**src/rtl/memtest_pkg.sv**
```systemverilog
package memtest_pkg;

  typedef enum logic [2:0] {
    PH_START,
    PH_SEQ,
    PH_MASK,
    PH_ADDR,
    PH_END
  } phase_e;

  typedef enum logic [1:0] {
    ST_WFULL,
    ST_WLANE,
    ST_READ
  } stage_e;

  typedef enum logic [2:0] {
    S_IDLE,
    S_NEXT,
    S_WR1,
    S_WR2,
    S_RD,
    S_DRAIN,
    S_DONE
  } fsm_e;

endpackage

```
**src/rtl/memtest_phase_sel.sv**
```systemverilog
module memtest_phase_sel
  import memtest_pkg::*;
(
  input  phase_e cur_i,
  input  logic   en_seq_i,
  input  logic   en_mask_i,
  input  logic   en_addr_i,
  output phase_e nxt_o
);

  // Fixed order: sequential, byte-lane, address; skipped phases fall through.
  always_comb begin
    nxt_o = PH_END;
    case (cur_i)
      PH_START: begin
        if (en_seq_i)       nxt_o = PH_SEQ;
        else if (en_mask_i) nxt_o = PH_MASK;
        else if (en_addr_i) nxt_o = PH_ADDR;
      end
      PH_SEQ: begin
        if (en_mask_i)      nxt_o = PH_MASK;
        else if (en_addr_i) nxt_o = PH_ADDR;
      end
      PH_MASK: begin
        if (en_addr_i)      nxt_o = PH_ADDR;
      end
      default: nxt_o = PH_END;
    endcase
  end

endmodule

```
**src/rtl/memtest_pattern.sv**
```systemverilog
module memtest_pattern
  import memtest_pkg::*;
#(
  parameter int ROW_W     = 4,
  parameter int BANK_W    = 2,
  parameter int COL_W     = 3,
  parameter int MAX_ROW   = 2,
  parameter int MAX_BANK  = 2,
  parameter int MAX_COL   = 4,
  parameter int MASK_LOCS = 8,
  parameter int DW        = 32,
  parameter int IDX_W     = 5
) (
  input  phase_e                          phase_i,
  input  stage_e                          stage_i,
  input  logic [IDX_W-1:0]                idx_i,
  output logic [ROW_W+BANK_W+COL_W-1:0]   addr_o,
  output logic [DW-1:0]                   wdata_o,
  output logic [DW/8-1:0]                 be_o,
  output logic [DW-1:0]                   exp_o,
  output logic [IDX_W-1:0]                count_o
);

  localparam int AW    = ROW_W + BANK_W + COL_W;
  localparam int NB    = DW / 8;
  localparam int N_SEQ = MAX_ROW * MAX_BANK * MAX_COL;

  function automatic logic [DW-1:0] pat(input logic [AW-1:0] a);
    logic [31:0]   w;
    logic [DW-1:0] r;
    w = (32'(a) * 32'h9E37_79B1) ^ 32'h5A5A_A5A5;
    for (int b = 0; b < NB; b++) r[8*b +: 8] = w[8*(b%4) +: 8];
    return r;
  endfunction

  logic [31:0]   li;
  logic [AW-1:0] mask_addr;
  logic [DW-1:0] mask_base;
  logic [NB-1:0] lane_be;
  logic [DW-1:0] lane_bits;

  assign li        = 32'(idx_i);
  assign mask_addr = AW'(li);
  assign mask_base = pat(mask_addr);
  assign lane_be   = NB'(1) << (li % NB);

  // Expand the one-hot lane select to a bit mask over the data word.
  for (genvar b = 0; b < NB; b++) begin : g_lane
    assign lane_bits[8*b +: 8] = {8{lane_be[b]}};
  end

  always_comb begin
    addr_o  = '0;
    wdata_o = '0;
    be_o    = '1;
    exp_o   = '0;
    count_o = '0;
    case (phase_i)
      PH_SEQ: begin
        addr_o  = {ROW_W'(li / (MAX_COL * MAX_BANK)),
                   BANK_W'((li / MAX_COL) % MAX_BANK),
                   COL_W'(li % MAX_COL)};
        wdata_o = pat(addr_o);
        exp_o   = wdata_o;
        count_o = IDX_W'(N_SEQ);
      end
      PH_MASK: begin
        addr_o  = mask_addr;
        count_o = IDX_W'(MASK_LOCS);
        case (stage_i)
          ST_WFULL: begin
            wdata_o = mask_base;
            exp_o   = mask_base;
          end
          ST_WLANE: begin
            wdata_o = ~mask_base;
            be_o    = lane_be;
            exp_o   = mask_base;
          end
          default: begin
            wdata_o = mask_base;
            exp_o   = mask_base ^ lane_bits;
          end
        endcase
      end
      PH_ADDR: begin
        addr_o  = AW'(1) << li;
        wdata_o = DW'(addr_o);
        exp_o   = wdata_o;
        count_o = IDX_W'(AW);
      end
      default: ;
    endcase
  end

endmodule

```
**src/rtl/memtest_rdcheck.sv**
```systemverilog
module memtest_rdcheck #(
  parameter int DW    = 32,
  parameter int DEPTH = 4
) (
  input  logic                       clk,
  input  logic                       rst,
  input  logic                       push_i,
  input  logic [DW-1:0]              push_data_i,
  input  logic                       beat_i,
  input  logic [DW-1:0]              beat_data_i,
  output logic [$clog2(DEPTH+1)-1:0] cnt_o,
  output logic                       fail_o
);

  localparam int PW = (DEPTH > 1) ? $clog2(DEPTH) : 1;
  localparam int CW = $clog2(DEPTH + 1);

  logic [DW-1:0] mem_q [DEPTH];
  logic [PW-1:0] wptr_q, rptr_q;
  logic [CW-1:0] cnt_q;
  logic          fail_q;
  logic          pop;
  logic          bad;

  assign pop = beat_i && (cnt_q != '0);
  assign bad = beat_i && ((cnt_q == '0) || (beat_data_i != mem_q[rptr_q]));

  // Storage without reset so it maps onto RAM.
  always_ff @(posedge clk) begin
    if (push_i) mem_q[wptr_q] <= push_data_i;
  end

  always_ff @(posedge clk) begin
    if (rst) begin
      wptr_q <= '0;
      rptr_q <= '0;
      cnt_q  <= '0;
      fail_q <= 1'b0;
    end else begin
      if (push_i) wptr_q <= (wptr_q == PW'(DEPTH - 1)) ? '0 : wptr_q + 1'b1;
      if (pop)    rptr_q <= (rptr_q == PW'(DEPTH - 1)) ? '0 : rptr_q + 1'b1;
      cnt_q <= cnt_q + CW'(push_i) - CW'(pop);
      if (bad) fail_q <= 1'b1;
    end
  end

  assign cnt_o  = cnt_q;
  assign fail_o = fail_q;

  // no push into a full queue of expected words
  p_no_overflow_r13: assert property (@(posedge clk) disable iff (rst)
    push_i |-> ((cnt_q < CW'(DEPTH)) || pop));

  // mismatch flag is sticky
  p_fail_sticky_r11: assert property (@(posedge clk) disable iff (rst)
    fail_q |=> fail_q);

  // a bad beat is reported in the following cycle
  p_fail_follows_r11: assert property (@(posedge clk) disable iff (rst)
    bad |=> fail_q);

endmodule

```
**src/rtl/memtest_driver.sv**
```systemverilog
module memtest_driver
  import memtest_pkg::*;
#(
  parameter int ROW_W     = 4,
  parameter int BANK_W    = 2,
  parameter int COL_W     = 3,
  parameter int MAX_ROW   = 2,
  parameter int MAX_BANK  = 2,
  parameter int MAX_COL   = 4,
  parameter int MASK_LOCS = 8,
  parameter int DW        = 32,
  parameter int RD_DEPTH  = 4,
  parameter int SIZE_W    = 2
) (
  input  logic                          clk,
  input  logic                          rst,
  input  logic                          init_done_i,
  input  logic                          en_seq_i,
  input  logic                          en_mask_i,
  input  logic                          en_addr_i,
  input  logic                          req_ready_i,
  output logic                          wr_req_o,
  output logic                          rd_req_o,
  output logic [ROW_W+BANK_W+COL_W-1:0] addr_o,
  output logic [SIZE_W-1:0]             size_o,
  output logic [DW-1:0]                 wdata_o,
  output logic [DW/8-1:0]               be_o,
  input  logic                          rdata_valid_i,
  input  logic [DW-1:0]                 rdata_i,
  output logic                          done_o,
  output logic                          fail_o
);

  localparam int AW    = ROW_W + BANK_W + COL_W;
  localparam int NB    = DW / 8;
  localparam int N_SEQ = MAX_ROW * MAX_BANK * MAX_COL;
  localparam int MAXN  = (N_SEQ > MASK_LOCS) ? ((N_SEQ > AW) ? N_SEQ : AW)
                                             : ((MASK_LOCS > AW) ? MASK_LOCS : AW);
  localparam int IDX_W = $clog2(MAXN + 1);
  localparam int CW    = $clog2(RD_DEPTH + 1);

  fsm_e             state_q;
  phase_e           phase_q, phase_nxt;
  stage_e           stage;
  logic [IDX_W-1:0] issue_idx_q, loc_cnt;
  logic [AW-1:0]    g_addr;
  logic [DW-1:0]    g_wdata, g_exp, exp_q;
  logic [NB-1:0]    g_be;
  logic [CW-1:0]    out_cnt;
  logic             busy, fire, rd_fire, more, room, load_ok;
  fsm_e             after_issue;

  memtest_phase_sel u_sel (
    .cur_i     (phase_q),
    .en_seq_i  (en_seq_i),
    .en_mask_i (en_mask_i),
    .en_addr_i (en_addr_i),
    .nxt_o     (phase_nxt)
  );

  memtest_pattern #(
    .ROW_W     (ROW_W),
    .BANK_W    (BANK_W),
    .COL_W     (COL_W),
    .MAX_ROW   (MAX_ROW),
    .MAX_BANK  (MAX_BANK),
    .MAX_COL   (MAX_COL),
    .MASK_LOCS (MASK_LOCS),
    .DW        (DW),
    .IDX_W     (IDX_W)
  ) u_pat (
    .phase_i (phase_q),
    .stage_i (stage),
    .idx_i   (issue_idx_q),
    .addr_o  (g_addr),
    .wdata_o (g_wdata),
    .be_o    (g_be),
    .exp_o   (g_exp),
    .count_o (loc_cnt)
  );

  memtest_rdcheck #(
    .DW    (DW),
    .DEPTH (RD_DEPTH)
  ) u_chk (
    .clk         (clk),
    .rst         (rst),
    .push_i      (rd_fire),
    .push_data_i (exp_q),
    .beat_i      (rdata_valid_i),
    .beat_data_i (rdata_i),
    .cnt_o       (out_cnt),
    .fail_o      (fail_o)
  );

  assign busy    = wr_req_o | rd_req_o;
  assign fire    = busy & req_ready_i;
  assign rd_fire = rd_req_o & req_ready_i;
  assign more    = issue_idx_q < loc_cnt;
  // Conservative: a pop in the same cycle is not counted as free space.
  assign room    = ({1'b0, out_cnt} + (CW+1)'(rd_fire)) < (CW+1)'(RD_DEPTH);
  assign load_ok = more && ((state_q != S_RD) || room);
  assign size_o  = SIZE_W'(1);

  always_comb begin
    case (state_q)
      S_WR2:   stage = ST_WLANE;
      S_RD:    stage = ST_READ;
      default: stage = ST_WFULL;
    endcase
    case (state_q)
      S_WR1:   after_issue = (phase_q == PH_MASK) ? S_WR2 : S_RD;
      S_WR2:   after_issue = S_RD;
      default: after_issue = S_DRAIN;
    endcase
  end

  always_ff @(posedge clk) begin
    if (rst) begin
      state_q     <= S_IDLE;
      phase_q     <= PH_START;
      issue_idx_q <= '0;
      wr_req_o    <= 1'b0;
      rd_req_o    <= 1'b0;
      addr_o      <= '0;
      wdata_o     <= '0;
      be_o        <= '0;
      exp_q       <= '0;
      done_o      <= 1'b0;
    end else begin
      case (state_q)
        S_IDLE: if (init_done_i) state_q <= S_NEXT;
        S_NEXT: begin
          if (phase_nxt == PH_END) begin
            state_q <= S_DONE;
            done_o  <= 1'b1;
          end else begin
            phase_q     <= phase_nxt;
            issue_idx_q <= '0;
            state_q     <= S_WR1;
          end
        end
        S_WR1, S_WR2, S_RD: begin
          if (!busy || fire) begin
            if (load_ok) begin
              wr_req_o    <= (state_q != S_RD);
              rd_req_o    <= (state_q == S_RD);
              addr_o      <= g_addr;
              wdata_o     <= g_wdata;
              be_o        <= g_be;
              exp_q       <= g_exp;
              issue_idx_q <= issue_idx_q + 1'b1;
            end else begin
              wr_req_o <= 1'b0;
              rd_req_o <= 1'b0;
              if (!more) begin
                issue_idx_q <= '0;
                state_q     <= after_issue;
              end
            end
          end
        end
        S_DRAIN: if (out_cnt == '0) state_q <= S_NEXT;
        default: ;
      endcase
    end
  end

  // a write waiting for ready holds its content
  p_hold_wr_r3: assert property (@(posedge clk) disable iff (rst)
    (wr_req_o && !req_ready_i) |=> (wr_req_o && $stable(addr_o) && $stable(wdata_o) && $stable(be_o)));

  // a read waiting for ready holds its address
  p_hold_rd_r3: assert property (@(posedge clk) disable iff (rst)
    (rd_req_o && !req_ready_i) |=> (rd_req_o && $stable(addr_o)));

  // never both kinds at once
  p_one_kind_r3: assert property (@(posedge clk) disable iff (rst)
    $onehot0({wr_req_o, rd_req_o}));

  // completion is sticky
  p_done_sticky_r12: assert property (@(posedge clk) disable iff (rst)
    done_o |=> done_o);

  // completion only with nothing in flight and nothing presented
  p_done_drained_r12: assert property (@(posedge clk) disable iff (rst)
    done_o |-> ((out_cnt == '0) && !wr_req_o && !rd_req_o));

endmodule

```
**config.mk**
```make
export PLATFORM = sky130hd
export DESIGN_NAME = memtest_driver
export DESIGN_NICKNAME = d
export VERILOG_FILES = /design/src/rtl/memtest_pkg.sv /design/src/rtl/memtest_phase_sel.sv /design/src/rtl/memtest_pattern.sv /design/src/rtl/memtest_rdcheck.sv /design/src/rtl/memtest_driver.sv
export SDC_FILE = /design/constraint.sdc
export NUM_CORES = 1
export LEC_CHECK = 0
export CORE_UTILIZATION = 25
export CTS_CLUSTER_SIZE = 24
export DETAILED_ROUTE_END_ITERATION = 12
export PLACE_DENSITY_LB_ADDON = 0.25
export SLEW_MARGIN = 0
export SYNTH_ARGS = -nofsm -noshare
export SYNTH_HDL_FRONTEND = slang
export SYNTH_SLANG_ARGS = --single-unit
```
**constraint.sdc**
```tcl
create_clock -name clk -period 5.3 [get_ports clk]
set_clock_uncertainty 0.15 [all_clocks]
set_input_delay 1.06 -clock clk [delete_from_list [all_inputs] [get_ports clk]]
set_output_delay 1.06 -clock clk [all_outputs]
set_load 0.05 [all_outputs]
```
# Word level (Yosys, flattened, before mapping)
# Memory sizes are Yosys's and may differ from the RTL's. A register that Yosys moved wholly into a read port is not among the register bits.
# Index checks and enable logic that the tools add are counted.
dict set report op_classes {
  n_lt_le_gt_ge 2
  bitwise_logic 8
  n_addsub 6
  n_mul 2
  shifts 2
  n_mux 35
  n_div 0
  reduce_logical 22
  n_eq_ne 21
}
# op count
set ops {}
lappend ops {{one-hot mux 32 bit (3 select lines)} 2}
lappend ops {{2-to-1 mux 32 bit} 2}
lappend ops {{multiplier 5 x 32 -> 32 bit, second input constant} 1}
lappend ops {{multiplier 7 x 32 -> 32 bit, second input constant} 1}
lappend ops {{inequality test 32 bit} 1}
lappend ops {{inverter 16 bit} 2}
lappend ops {{inverter 32 bit} 1}
lappend ops {{bitwise XOR 32 bit} 1}
lappend ops {{2-to-1 mux 3 bit} 10}
lappend ops {{one-hot mux 9 bit (3 select lines)} 1}
lappend ops {{2-to-1 mux 5 bit} 4}
lappend ops {{one-hot mux 5 bit (3 select lines)} 1}
lappend ops {{equality test 3 x 2 -> 1 bit, second input constant} 4}
lappend ops {{inequality test 2 bit, second input constant} 6}
lappend ops {{one-hot mux 3 bit (4 select lines)} 1}
lappend ops {{one-hot mux 5 bit (2 select lines)} 1}
lappend ops {{equality test 3 bit, second input constant} 3}
lappend ops {{zero test 3 bit} 3}
lappend ops {{one-hot mux 3 bit (3 select lines)} 1}
lappend ops {{<< shifter 1 x 5 -> 9 bit, first input constant} 1}
lappend ops {{2-to-1 mux 2 bit} 4}
lappend ops {{2-to-1 mux 4 bit} 2}
lappend ops {{equality test 3 x 1 -> 1 bit, second input constant} 2}
lappend ops {{inequality test 3 bit, second input constant} 2}
lappend ops {{other kinds (29)} 41}
dict set report totals {
  mem_bits_ro 0
  inputBits 40
  register_bits 99
  ram_bits 128
  output_inout_bits 51
  mem_count 1
  wordCells 113
  latchBits 0
}
# memory depth width read_ports rd_ports_with_merged_regs wr line
set memory_table {}
lappend memory_table {u_chk.mem_q 4 32 1 1 1 memtest_rdcheck.sv:18} ;# logic [DW-1:0] mem_q [DEPTH];

# Logic depth before layout (Yosys ltp)
dict set report logic_depth {
  ltp_word 8
  mapped_depth 20
}

# Hierarchy
# A second synthesis with hierarchy kept.
dict set report hier_totals {
  hier_cells 1543
  hier_area_um2 15466.1
}
# mod cells_each n_inst area_each_um2
set modules_own_cells {}
lappend modules_own_cells {memtest_pattern 742 1 5769.3}
lappend modules_own_cells {memtest_rdcheck 310 1 5726.7}
lappend modules_own_cells {memtest_driver 479 1 3886.2}
lappend modules_own_cells {memtest_phase_sel 12 1 83.8}

# Worst setup path after synthesis
# Ideal clock, no wire load.
dict set report synth_timing {
  kind {reg-to-reg}
  from {reg issue_idx_q[1]}
  to {reg wdata_o[31]}
  period_less_slack_ns 5.055
  path_stages_with_launch 17
  path_buffers 0
  slack_ns 0.245
  arrival_time_ns 4.814
  path_cell_list {dfxtp_1 inv_1 ha_1 ha_1 ha_1 inv_1 fa_1 inv_1 ha_1 and3_1 a2111oi_4 o21ai_0 o41ai_1 o21ai_0 xnor2_1 nand2_1 a311oi_1}
}
dict set report synth_via {
  elab_chain_cells 4
}
# element line
set synth_rtl {}
lappend synth_rtl {{start, declared} memtest_driver.sv:45} ;# logic [IDX_W-1:0] issue_idx_q, loc_cnt;
lappend synth_rtl {{start signal, assigned} memtest_driver.sv:152} ;# issue_idx_q <= issue_idx_q + 1'b1;
lappend synth_rtl {{multiplier 5 x 32 -> 32 bit} memtest_pattern.sv:31} ;# w = (32'(a) * 32'h9E37_79B1) ^ 32'h5A5A_A5A5;
lappend synth_rtl {{inverter 32 bit} memtest_pattern.sv:76} ;# wdata_o = ~mask_base;
lappend synth_rtl {{2-to-1 mux 32 bit} memtest_pattern.sv:70} ;# case (stage_i)
lappend synth_rtl {{one-hot mux 32 bit (3 select lines)} memtest_pattern.sv:58} ;# case (phase_i)
lappend synth_rtl {{end signal, assigned} memtest_driver.sv:149} ;# wdata_o <= g_wdata;
lappend synth_rtl {{end, declared} memtest_driver.sv:26} ;# output logic [DW-1:0] wdata_o,
# Several ways; a longest one is shown, not always the timed one.
# A chain may end at the register's enable or synchronous reset.

# Final worst setup path
dict set report layout_timing {
  from {reg issue_idx_q[2]}
  to {reg exp_q[28]}
}
dict set report layout_via {
  elab_chain_cells 5
}
# element line
set layout_rtl {}
lappend layout_rtl {{multiplier 5 x 32 -> 32 bit} memtest_pattern.sv:31}
lappend layout_rtl {{inverter 16 bit (no line)} -}
lappend layout_rtl {{bitwise XOR 32 bit} memtest_pattern.sv:82} ;# exp_o = mask_base ^ lane_bits;
lappend layout_rtl {{2-to-1 mux 32 bit} memtest_pattern.sv:70}
lappend layout_rtl {{one-hot mux 32 bit (3 select lines)} memtest_pattern.sv:58}
lappend layout_rtl {{end signal, assigned} memtest_driver.sv:151} ;# exp_q <= g_exp;
lappend layout_rtl {{end, declared} memtest_driver.sv:47} ;# logic [DW-1:0] g_wdata, g_exp, exp_q;
# Several ways; a longest one is shown, not always the timed one.

==> results.toml <==
[cts]
htreeDepth = 1
worstSkewPairLatency_ps = 550
cts_tree = "yes"
numCtsBuffers = 27
cts_setup_buffers = 0
cts-root-buf = "clkbuf_16"
clock_sinks = 229
clk_pin_slew_worst_paths_ps = 70
ctsLongestPathBuffers = 3

[timing]
maxSlewViolCount = 0
min_period_ps = 5060
fin_ws_ps = 245
final_hold_viol_count = 0
period_share_pct = 95.4
slew_headroom_pct = 29.4
finalSetupViolations = 0
holdWs_ps = 323
tns_ps = 0
fmax_mhz = 198
tightest_slew_ps = 1050
rsz0062_at_grt = "false"

[critical_path]
cp.arrival_ps = 5320
crit_path_end_kind = "register"
r2r_start = "issue_idx_q[2]"
cp_common_cell = "ha_1"
worstPathRequired_ps = 5570
setup.worst_path.end = "exp_q[28]"
startpoint_type = "register"
regToRegEndpoint = "exp_q[28]"
cpMaxStageDelayCell = "dfxtp_1"
cp_cell_sequence = "buf_12 -> ha_1 -> inv_1 -> fa_1 -> inv_1 -> ha_1 -> ha_1 -> buf_4 -> nand4_1 -> nor2_1 -> nand3_1 -> a31oi_1 -> a21o_1 -> nor4b_1 -> a211oi_1 -> xor2_1 -> o211ai_1"
r2r_slack_ps = 240
reg2reg_depth = 17
startpoint = "issue_idx_q[2]"
cp_max_fo = 11
slowest_delay_ps = 550
crit_type = "reg2reg"

[logic_synthesis]
synth_nets = 1603
ys_seq_area_share_pct = 40.3
synthDistinctLibCells = 77
synth_compound_area_share_pct = 14.2
yosys.area_share.xor_xnor_pct = 8.30
synth-async-reset-ratio_pct = 0
synth.area.mux_share_pct = 5.43
synth_flop_cell = "edfxtp_1"
syn_inst = 1394
postSynthAreaPerCell_um2 = 10.4
ys.warnings.count = 0
synth-seq-cells = 229
synth_top_family_by_area = "adder cells"
synth_adder_area_share_pct = 16.6
netlist_area_mm2 = 0.0146
synth_edf_count = 128
yosys.area_share.simple_pct = 10.3

[place]
placed_cells = 2236
gp_congestion = 0.866
dp_slack_ps = 301
dp_hpwl_um = 34500
port_buffers = 88

[finish]
final_layout_size_suffix_gt1_share_pct = 10.1
fin_cells = 2286
syn_to_final_growth_pct = 19.9
antennaDiodeCount = 0
nets = 1709
fillers = 5882

[floorplan]
coreArea_mm2 = 0.0576
io-pin-count = 91
core.rowCount = 88
start_util_pct = 25.3
die_h_um = 243
die-area_mm2 = 0.0592
die_x_um = 243

[routing]
vias = 10800
viasPerCell = 4.74
wirelength_um = 44700
route.detailed.drc = 0
ant_nets = 0
firstDrtPassIters = 5
post_drt_wl_per_cell_um = 19.6
first_iter_violations = 688

[grt]
grt.overflow.total = 0
grt_max_degree = 63
grt_pass1_wl_um = 67800
grt_usage_pct = 14.9
grt_pass1_vias = 10800
antenna_found_initial = 0

[hold_path]
holdCritPathClass = "reg2reg"
hold_depth = 2

[outcome]
outcome = "completed"

[pwr]
p_per_area_mw_per_mm2 = 311
power_w = 0.00543
power.leakage_nw = 6.81
irDropWorstVdd_mv = 0.147

[run]
max_cap_violations = 0
## per-stage QoR
step | utilization (%) | instance area, um^2
after CTS | 30.3 | 17400
after detailed placement | 28.7 | 16500
final | 30.3 | 17400
after global routing | 30.3 | 17400
after floorplan | - | 14600
after global placement | 28.7 | 16500
## worst min-delay path by stage
| stage | to | startpoint | slack (ps) |
|---|---|---|---|
| final | addr_o[7] | addr_o[7] | 320 |
| after global routing | wdata_o[1] | wdata_o[1] | 350 |
| after CTS | addr_o[7] | addr_o[7] | 330 |
| after detailed placement | addr_o[7] | addr_o[7] | 320 |
| after global placement | addr_o[7] | addr_o[7] | 320 |
| after floorplan | u_chk.mem_q[0][11] | exp_q[11] | 300 |
## logic make-up (layout without fill, tap and decap cells)
family	count (synthesis)	after routing
compound gates	320	320
xor+xnor	137	137
fa+ha+maj	169	169
buf+inv	176	303
flops	229	229
mux	39	39
other cells	2	2
simple gates	322	322
## power by group
| group | total (W) | switching, W | internal (W) | leakage, nW |
|---|---|---|---|---|
| combinational | 0.00144 | 0.000866 | 0.000575 | 4.39 |
| clock | 0.00190 | 0.000760 | 0.00114 | 0.450 |
| sequential | 0.00209 | 0.000130 | 0.00196 | 1.97 |
## worst max-delay path: cells and delay by family (launching register included)
family / cells / cell delay [ps]
AOI/OAI and AO/OA: 4 / 1080
buffers and inverters: 4 / 680
and+or+nand+nor: 4 / 700
xor gates and xnor gates: 1 / 190
adders and majority gates: 4 / 1550
DFF: 1 / 550
## what timing repair did
item,4_1_cts,5_1_grt
setup endpoints to repair,0,1
gates resized for setup,0,1
hold buffers,0,0
## registers in the layout, summed over array words and instances, names as in the netlist, named ones only
register      count
u_chk.mem_q     128
wdata_o          32
u_chk.cnt_o       3
u_chk.wptr_q      2
phase_q           3
wr_req_o          1
exp_q            32
rd_req_o          1
addr_o            9
issue_idx_q       5
state_q           3
be_o              4
u_chk.fail_o      1
done_o            1
u_chk.rptr_q      2
## cell usage in the layout, fill, tap and decap left out, types with 5 or more instances in the layout
cell / n
a211oi_1: 22
a21o_1: 19
a21oi_1: 103
a221o_1: 5
a22oi_1: 17
a311oi_1: 9
a31oi_1: 11
and2_1: 7
and3_1: 7
buf_4: 48
clkbuf_16: 27
clkbuf_8: 7
clkdlybuf4s50_1: 87
dfxtp_1: 99
edfxtp_1: 128
fa_1: 41
ha_1: 128
inv_1: 116
mux2i_1: 7
mux4_2: 32
nand2_1: 92
nand2b_1: 13
nand3_1: 18
nand4_1: 12
nor2_1: 103
nor2b_1: 6
nor3_1: 30
o211ai_1: 12
o21a_1: 5
o21ai_0: 66
o21bai_1: 7
or2_2: 6
or3_1: 5
xnor2_1: 114
xor2_1: 22
## per-layer routing
layer  GRT usage (%)  share of wire (%)  wire length, um
met1            21.0                 48            21500
met5               0                  0                0
met2            24.4                 47            20800
met4            3.14                1.5              676
met3            1.70                3.9             1760
## area by class of cell
cell class / count / area [um^2] / share of cell area, %
multi-input combinational: 989 / 8020 / 45.9
tap: 765 / 957 / 5.49
inverter: 116 / 435 / 2.50
timing repair buffer: 137 / 1260 / 7.20
sequential: 229 / 5870 / 33.6
clock buffer: 39 / 795 / 4.55
clock inverter: 11 / 121 / 0.696
## cells in the mapped netlist (9+ instances only)
cell        n  area [um^2]
a22oi_1    17          128
inv_1     116          435
a211oi_1   23          173
edfxtp_1  128         3840
a21o_1     19          143
a311oi_1    9         78.8
nor3_1     31          155
a21oi_1   103          515
nand2b_1   13         81.3
xnor2_1   114          998
o21ai_0    66          330
fa_1       41          821
dfxtp_1   101         2020
nand3_1    18         90.1
a31oi_1    11         68.8
mux4_2     32          721
nand2_1    92          345
xor2_1     22          193
ha_1      128         1600
nor2_1    104          390
nand4_1    12         75.1
clkbuf_1   43          161
o211ai_1   12         90.1
Note: power is estimated with default switching activity, not from simulation.
